## config.mk

```make
export PLATFORM = sky130hd
export DESIGN_NAME = i2c10_target
export DESIGN_NICKNAME = d
export VERILOG_FILES = /design/src/rtl/i2c10_pkg.sv /design/src/rtl/i2c10_line_cond.sv /design/src/rtl/i2c10_addr_match.sv /design/src/rtl/i2c10_target.sv
export SDC_FILE = /design/constraint.sdc
export NUM_CORES = 1
export LEC_CHECK = 0
export BUFFER_PORTS_ARGS = -buffer_cell sky130_fd_sc_hd__buf_2
export CAP_MARGIN = 15
export CORE_MARGIN = 5
export CORE_UTILIZATION = 57
export CTS_CLUSTER_DIAMETER = 150
export DETAILED_ROUTE_END_ITERATION = 6
export GPL_ROUTABILITY_DRIVEN = 1
export PLACE_DENSITY = 0.8
export SYNTH_ARGS = -nofsm -noshare
export SYNTH_HDL_FRONTEND = slang
export SYNTH_HIERARCHICAL = 1
export SYNTH_SLANG_ARGS = --single-unit
```

## constraint.sdc

```tcl
create_clock -name clk -period 2.5 [get_ports clk]
set_input_delay 0.5 -clock clk [delete_from_list [all_inputs] [get_ports clk]]
set_output_delay 0.5 -clock clk [all_outputs]
set_load 0.01 [all_outputs]
```

## src/rtl/i2c10_pkg.sv

```systemverilog
package i2c10_pkg;
  typedef enum logic [3:0] {
    ST_IDLE,
    ST_ADDR1,
    ST_ADDR2,
    ST_ACK,
    ST_RXB,
    ST_TXB,
    ST_TXACK,
    ST_WAIT
  } tgt_state_t;

  localparam logic [4:0] TEN_BIT_PREFIX = 5'b11110;
endpackage

```

## src/rtl/i2c10_line_cond.sv

```systemverilog
module i2c10_line_cond #(
  parameter int STAGES = 2
) (
  input  logic clk,
  input  logic rst,
  input  logic scl_i,
  input  logic sda_i,
  output logic scl_s,
  output logic sda_s,
  output logic start_ev,
  output logic stop_ev,
  output logic scl_rise,
  output logic scl_fall
);
  localparam int TOP = STAGES - 1;

  logic [TOP:0] scl_q, sda_q;
  logic         scl_p, sda_p;

  always_ff @(posedge clk) begin
    if (rst) begin
      scl_q <= '1;
      sda_q <= '1;
      scl_p <= 1'b1;
      sda_p <= 1'b1;
    end else begin
      scl_q <= {scl_q[TOP-1:0], scl_i};
      sda_q <= {sda_q[TOP-1:0], sda_i};
      scl_p <= scl_q[TOP];
      sda_p <= sda_q[TOP];
    end
  end

  assign scl_s    = scl_q[TOP];
  assign sda_s    = sda_q[TOP];
  assign start_ev = scl_s & scl_p & sda_p & ~sda_s;
  assign stop_ev  = scl_s & scl_p & ~sda_p & sda_s;
  assign scl_rise = scl_s & ~scl_p;
  assign scl_fall = ~scl_s & scl_p;
endmodule

```

## src/rtl/i2c10_addr_match.sv

```systemverilog
module i2c10_addr_match
  import i2c10_pkg::*;
#(
  parameter int ADDR_W = 10,
  parameter int DATA_W = 8
) (
  input  logic [ADDR_W-1:0] own_addr,
  input  logic [DATA_W-1:0] rx_byte,
  output logic              hdr_hit,
  output logic              lo_hit,
  output logic              rw
);
  localparam int HI_W = ADDR_W - DATA_W;

  assign hdr_hit = (rx_byte[DATA_W-1 -: 5] == TEN_BIT_PREFIX) &&
                   (rx_byte[HI_W:1] == own_addr[ADDR_W-1 -: HI_W]);
  assign lo_hit  = (rx_byte == own_addr[DATA_W-1:0]);
  assign rw      = rx_byte[0];
endmodule

```

## src/rtl/i2c10_target.sv

```systemverilog
module i2c10_target
  import i2c10_pkg::*;
#(
  parameter int ADDR_W      = 10,
  parameter int DATA_W      = 8,
  parameter int SYNC_STAGES = 2
) (
  input  logic              clk,
  input  logic              rst,
  input  logic [ADDR_W-1:0] own_addr,
  input  logic              scl_i,
  input  logic              sda_i,
  output logic              sda_oe,
  output logic              addressed,
  output logic              is_tx,
  output logic              addr_event,
  output logic [DATA_W-1:0] rx_data,
  output logic              rx_valid,
  input  logic [DATA_W-1:0] tx_data,
  output logic              tx_load
);
  localparam int CNT_W = $clog2(DATA_W + 1);
  localparam logic [CNT_W-1:0] FULL = CNT_W'(DATA_W);

  logic scl_s, sda_s, start_ev, stop_ev, scl_rise, scl_fall;
  logic hdr_hit, lo_hit, rw;

  tgt_state_t        state, next_st;
  logic [CNT_W-1:0]  cnt;
  logic [DATA_W-1:0] shreg;
  logic              nine, mack, byte_full;

  i2c10_line_cond #(.STAGES(SYNC_STAGES)) u_line (
    .clk(clk), .rst(rst), .scl_i(scl_i), .sda_i(sda_i),
    .scl_s(scl_s), .sda_s(sda_s), .start_ev(start_ev), .stop_ev(stop_ev),
    .scl_rise(scl_rise), .scl_fall(scl_fall)
  );

  i2c10_addr_match #(.ADDR_W(ADDR_W), .DATA_W(DATA_W)) u_match (
    .own_addr(own_addr), .rx_byte(shreg),
    .hdr_hit(hdr_hit), .lo_hit(lo_hit), .rw(rw)
  );

  assign byte_full = (cnt == FULL);

  always_ff @(posedge clk) begin
    if (rst) begin
      state      <= ST_IDLE;
      next_st    <= ST_IDLE;
      cnt        <= '0;
      shreg      <= '0;
      nine       <= 1'b0;
      mack       <= 1'b0;
      sda_oe     <= 1'b0;
      addressed  <= 1'b0;
      is_tx      <= 1'b0;
      addr_event <= 1'b0;
      rx_data    <= '0;
      rx_valid   <= 1'b0;
      tx_load    <= 1'b0;
    end else begin
      addr_event <= 1'b0;
      rx_valid   <= 1'b0;
      tx_load    <= 1'b0;
      if (stop_ev) begin
        state     <= ST_IDLE;
        sda_oe    <= 1'b0;
        nine      <= 1'b0;
        addressed <= 1'b0;
        is_tx     <= 1'b0;
      end else if (start_ev) begin
        state  <= ST_ADDR1;
        cnt    <= '0;
        sda_oe <= 1'b0;
        nine   <= 1'b0;
      end else begin
        case (state)
          ST_ADDR1, ST_ADDR2, ST_RXB: begin
            if (scl_rise) begin
              shreg <= {shreg[DATA_W-2:0], sda_s};
              cnt   <= cnt + 1'b1;
            end else if (scl_fall && byte_full) begin
              cnt <= '0;
              if (state == ST_ADDR1) begin
                if (hdr_hit && !rw) begin
                  sda_oe     <= 1'b1;
                  addr_event <= 1'b1;
                  is_tx      <= 1'b0;
                  next_st    <= ST_ADDR2;
                  state      <= ST_ACK;
                end else if (hdr_hit && rw && addressed) begin
                  sda_oe     <= 1'b1;
                  addr_event <= 1'b1;
                  is_tx      <= 1'b1;
                  next_st    <= ST_TXB;
                  state      <= ST_ACK;
                end else begin
                  addressed <= 1'b0;
                  is_tx     <= 1'b0;
                  state     <= ST_IDLE;
                end
              end else if (state == ST_ADDR2) begin
                if (lo_hit) begin
                  sda_oe    <= 1'b1;
                  addressed <= 1'b1;
                  is_tx     <= 1'b0;
                  next_st   <= ST_RXB;
                  state     <= ST_ACK;
                end else begin
                  addressed <= 1'b0;
                  is_tx     <= 1'b0;
                  state     <= ST_IDLE;
                end
              end else begin
                rx_data  <= shreg;
                rx_valid <= 1'b1;
                sda_oe   <= 1'b1;
                next_st  <= ST_RXB;
                state    <= ST_ACK;
              end
            end
          end
          ST_ACK: begin
            if (scl_rise) begin
              nine <= 1'b1;
            end else if (scl_fall && nine) begin
              nine  <= 1'b0;
              cnt   <= '0;
              state <= next_st;
              if (next_st == ST_TXB) begin
                shreg   <= tx_data;
                tx_load <= 1'b1;
                sda_oe  <= ~tx_data[DATA_W-1];
              end else begin
                sda_oe <= 1'b0;
              end
            end
          end
          ST_TXB: begin
            if (scl_rise) begin
              cnt <= cnt + 1'b1;
            end else if (scl_fall) begin
              if (byte_full) begin
                cnt    <= '0;
                sda_oe <= 1'b0;
                state  <= ST_TXACK;
              end else begin
                shreg  <= {shreg[DATA_W-2:0], 1'b0};
                sda_oe <= ~shreg[DATA_W-2];
              end
            end
          end
          ST_TXACK: begin
            if (scl_rise) begin
              nine <= 1'b1;
              mack <= ~sda_s;
            end else if (scl_fall && nine) begin
              nine <= 1'b0;
              if (mack) begin
                shreg   <= tx_data;
                tx_load <= 1'b1;
                sda_oe  <= ~tx_data[DATA_W-1];
                cnt     <= '0;
                state   <= ST_TXB;
              end else begin
                state <= ST_WAIT;
              end
            end
          end
          default: ;
        endcase
      end
    end
  end
endmodule

```

==> flow_summary_export.csv <==
group,metric,value,unit
critical_path,worst-path-max-fanout,16,
sta,finalCriticalPeriod,2.24,ns
final_layout,synthToLayoutAreaGrowth,15.4,%
cts,cts_setup_buffers,0,
final_layout,layout.nets,345,
power_and_ir_drop,switching_power,0.391,mW
floorplan,ios,36,
logic_synthesis,yosysUniqueCellTypes,66,
final_layout,mostFrequentLayoutCells,"dfxtp_1 (40), buf_2 (35), a21oi_1 (24), nor2_1 (19), mux2i_1 (18)",
global_routing,grt_pass1_vias,2171,
final_layout,fill_cells,319,
logic_synthesis,synthTopCellsByArea,"dfxtp_1 (33%), mux2i_1 (7.5%), a21oi_1 (5.0%), xnor2_1 (3.6%), nor2_1 (3.0%)",
sta,finalMaxSlewViolations,0,
sta,skew,0.00575,ns
job,drv_cap,0,
logic_synthesis,synth_nets,305,
cts,insertion_delay,0.29,ns
global_routing,grt.total_usage,24.2,%
place,dp_hpwl,4510,um
logic_synthesis,ys_warn_count,6,
logic_synthesis,synthCells,281,
drt,vias,2349,
power_and_ir_drop,clkPwrFrac,38.6,%
sta,post-route-period-util,89.7,%
global_routing,antenna_found_initial,0,
power_and_ir_drop,peakVddDrop,429,uV
sta,setup_viol,0,
drt,drcViolationCount,0,
place,port_buffers,35,
critical_path,start_kind,"flop",
logic_synthesis,synth_top_area_share,33.3,%
final_layout,register_area,801,um2
floorplan,die_w,75.0,um
floorplan,die_area,0.00562,mm2
drt,detail-route-antenna-nets,0,
final_layout,final_layout_size_suffix_gt1_share,22.0,%
logic_synthesis,synthFlopType,"dfxtp_1",
logic_synthesis,synth_seq_cells,40,
power_and_ir_drop,seqPwrFrac,44.7,%
floorplan,start_util,59.3,%
power_and_ir_drop,p_leak,1.07,nW
sta,finalHoldViolations,0,
status,outcome,"finished clean",
hold_path,min_path_type,"primary input to flop",
hold_path,min_delay_path_depth,2,
critical_path,crit_path_max_incr_delay,0.64,ns
logic_synthesis,postSynth.asyncResetShare,0,%
hold_path,holdPathEnd,"u_line/sda_q[0]$_SDFF_PP1_",
cts,cts_buffer_depth,2,
logic_synthesis,syn_avg_cell_area,8.56,um2
cts,clk_pin_slew,0.08,ns
drt,wl_per_cell,16.9,um
cts,tritoncts,"yes",
sta,hold_ws,0.387,ns
critical_path,reg2reg_from,"state[0]$_SDFFE_PP0P_",
drt,first_pass_iters,5,
place,routabilityCongestion,0.960,
sta,tns,0,ns
cts,cts_sinks,40,
drt,routed_wl,6290,um
sta,worst_slew_pin_slew,0.618,ns
floorplan,fp.coreArea,0.00406,mm2
critical_path,r2r_slack,0.26,ns
cts,cts_buffers,5,
critical_path,cp-end-kind,"flop",
global_routing,grt_pass1_wl,10500,um
logic_synthesis,yosys.area.top_type,"dfxtp_1",
critical_path,cp_data_arrival_time,2.47,ns
power_and_ir_drop,power.density,537,mW/mm2
cts,holdBufCountCts,0,
global_routing,overflow,0,
drt,vias_per_cell,6.31,
critical_path,r2r_cells,5,
sta,max_slew_margin,58.5,%
critical_path,path_cells,"xor2_1 > a32oi_1 > nand3_1 > or3_1 > a21oi_1",
final_layout,postLayoutCoreUtil,68.4,%
global_routing,grt_max_degree,21,
logic_synthesis,syn_area,0.00240,mm2
critical_path,rr_endpoint,"shreg[7]$_SDFFE_PP0P_",
logic_synthesis,synth_seq_area_share,33.3,%
final_layout,multi_input_area,0.00145,mm2
floorplan,rows,23,
sta,fmax,0.446,GHz
critical_path,critical_path_class,"flop to flop",
floorplan,fp.dieH,75.0,um
final_layout,diodes,0,
cts,h-tree-depth,2,
critical_path,cp_slowest_cell,"dfxtp_1",
final_layout,final_common_cell,"dfxtp_1",
power_and_ir_drop,p_int,1.10,mW
cts,clockRootBuffer,"clkbuf_8",
sta,rsz0062_at_grt,"false",
drt,drt_iter0_drc,333,
power_and_ir_drop,pwr-share-comb,16.7,%
cts,postCtsResizedCells,0,
critical_path,required,2.73,ns
power_and_ir_drop,swShare,26.3,%
logic_synthesis,synth-edff-count,0,
hold_path,min_from,"sda_i",
-- state kept, by name, summed over array words and instances, names as in the netlist --
| signal | count |
|---|---|
| nine | 1 |
| state | 3 |
| u_line/scl_q | 2 |
| rx_data | 8 |
| is_tx | 1 |
| cnt | 4 |
| next_st | 3 |
| u_line/sda_p | 1 |
| addr_event | 1 |
| mack | 1 |
| rx_valid | 1 |
| addressed | 1 |
| shreg | 8 |
| tx_load | 1 |
| u_line/sda_q | 2 |
| u_line/scl_p | 1 |
| sda_oe | 1 |
-- per-layer routing --
metal  vias to the layer above  global-route usage, %  share of wire (%)  wire [um]
met4                         0                   11.3                3.2        201
met3                        24                   6.28                8.6        538
met5                         -                      0                  0          0
li1                       1110                      -                  -          -
met2                       130                   38.8                 46       2900
met1                      1085                   30.3                 42       2650
-- synthesized netlist by cell type, types with 4 or more instances --
cell,number
buf_6,4
dfxtp_1,40
xnor2_1,10
nor2_1,19
nand4_1,11
buf_2,4
or2_1,7
or3_1,8
inv_1,11
clkbuf_1,6
nand3_1,9
xor2_1,4
o21ai_0,13
nor3_1,6
nand2_1,9
o211ai_1,4
a21oi_1,24
nor2b_1,7
mux2i_1,18
-- worst max-delay path, delay by kind of cell, from the launching register on --
| kind | cells | cell delay (ns) |
|---|---|---|
| AND/OR/NAND/NOR | 2 | 0.89 |
| flip-flops | 1 | 0.64 |
| XOR/XNOR | 1 | 0.30 |
| AO/OA/AOI/OAI | 2 | 0.36 |
-- layout make-up --
class / count / area share (%)
multi-input combinational: 212 / 52.3
sequential: 40 / 28.9
timing repair buffer: 50 / 10.4
clock buffer: 7 / 3.47
tap: 50 / 2.25
inverter: 12 / 1.62
clock inverter: 1 / 1.08
-- power groups by stage --
| stage | Sequential (mW) | Clock (mW) | Combinational [mW] |
|---|---|---|---|
| after CTS | 0.665 | 0.581 | 0.243 |
| after floorplan | 0.671 | 0 | 0.184 |
| after global routing | 0.667 | 0.608 | 0.268 |
| final | 0.666 | 0.575 | 0.248 |
| after detailed placement | 0.680 | 0 | 0.242 |
| after global placement | 0.680 | 0 | 0.239 |
-- cells by family after synthesis --
family | Yosys count | share of synthesized area [%]
AND/OR/NAND/NOR | 102 | 25.0
AO/OA/AOI/OAI | 75 | 21.3
flip-flops | 40 | 33.3
buffers and inverters | 29 | 6.29
multiplexers | 19 | 7.96
XOR/XNOR | 14 | 5.10
adder cells (fa/ha/maj) | 2 | 1.04
-- stage by stage --
stage	setup slack (ns)	power [mW]	cell area, um2	instances
floorplan	0.444	0.854	2400	281
global placement	0.410	0.919	2650	364
detailed placement	0.331	0.922	2650	364
CTS	0.330	1.49	2780	372
global route	0.0648	1.54	2780	372
finish	0.257	1.49	2780	372
-- how the worst max path moves through the flow --
stage / start / endpoint / depth (start not counted)
final: state[0]$_SDFFE_PP0P_ / shreg[7]$_SDFFE_PP0P_ / 5
after global routing: state[0]$_SDFFE_PP0P_ / shreg[2]$_SDFFE_PP0P_ / 5
after CTS: state[0]$_SDFFE_PP0P_ / shreg[7]$_SDFFE_PP0P_ / 5
after detailed placement: state[0]$_SDFFE_PP0P_ / shreg[7]$_SDFFE_PP0P_ / 5
after global placement: state[0]$_SDFFE_PP0P_ / shreg[7]$_SDFFE_PP0P_ / 5
after floorplan: own_addr[9] / sda_oe$_SDFFE_PP0P_ / 6
Note: power is estimated with default switching activity, not from simulation.
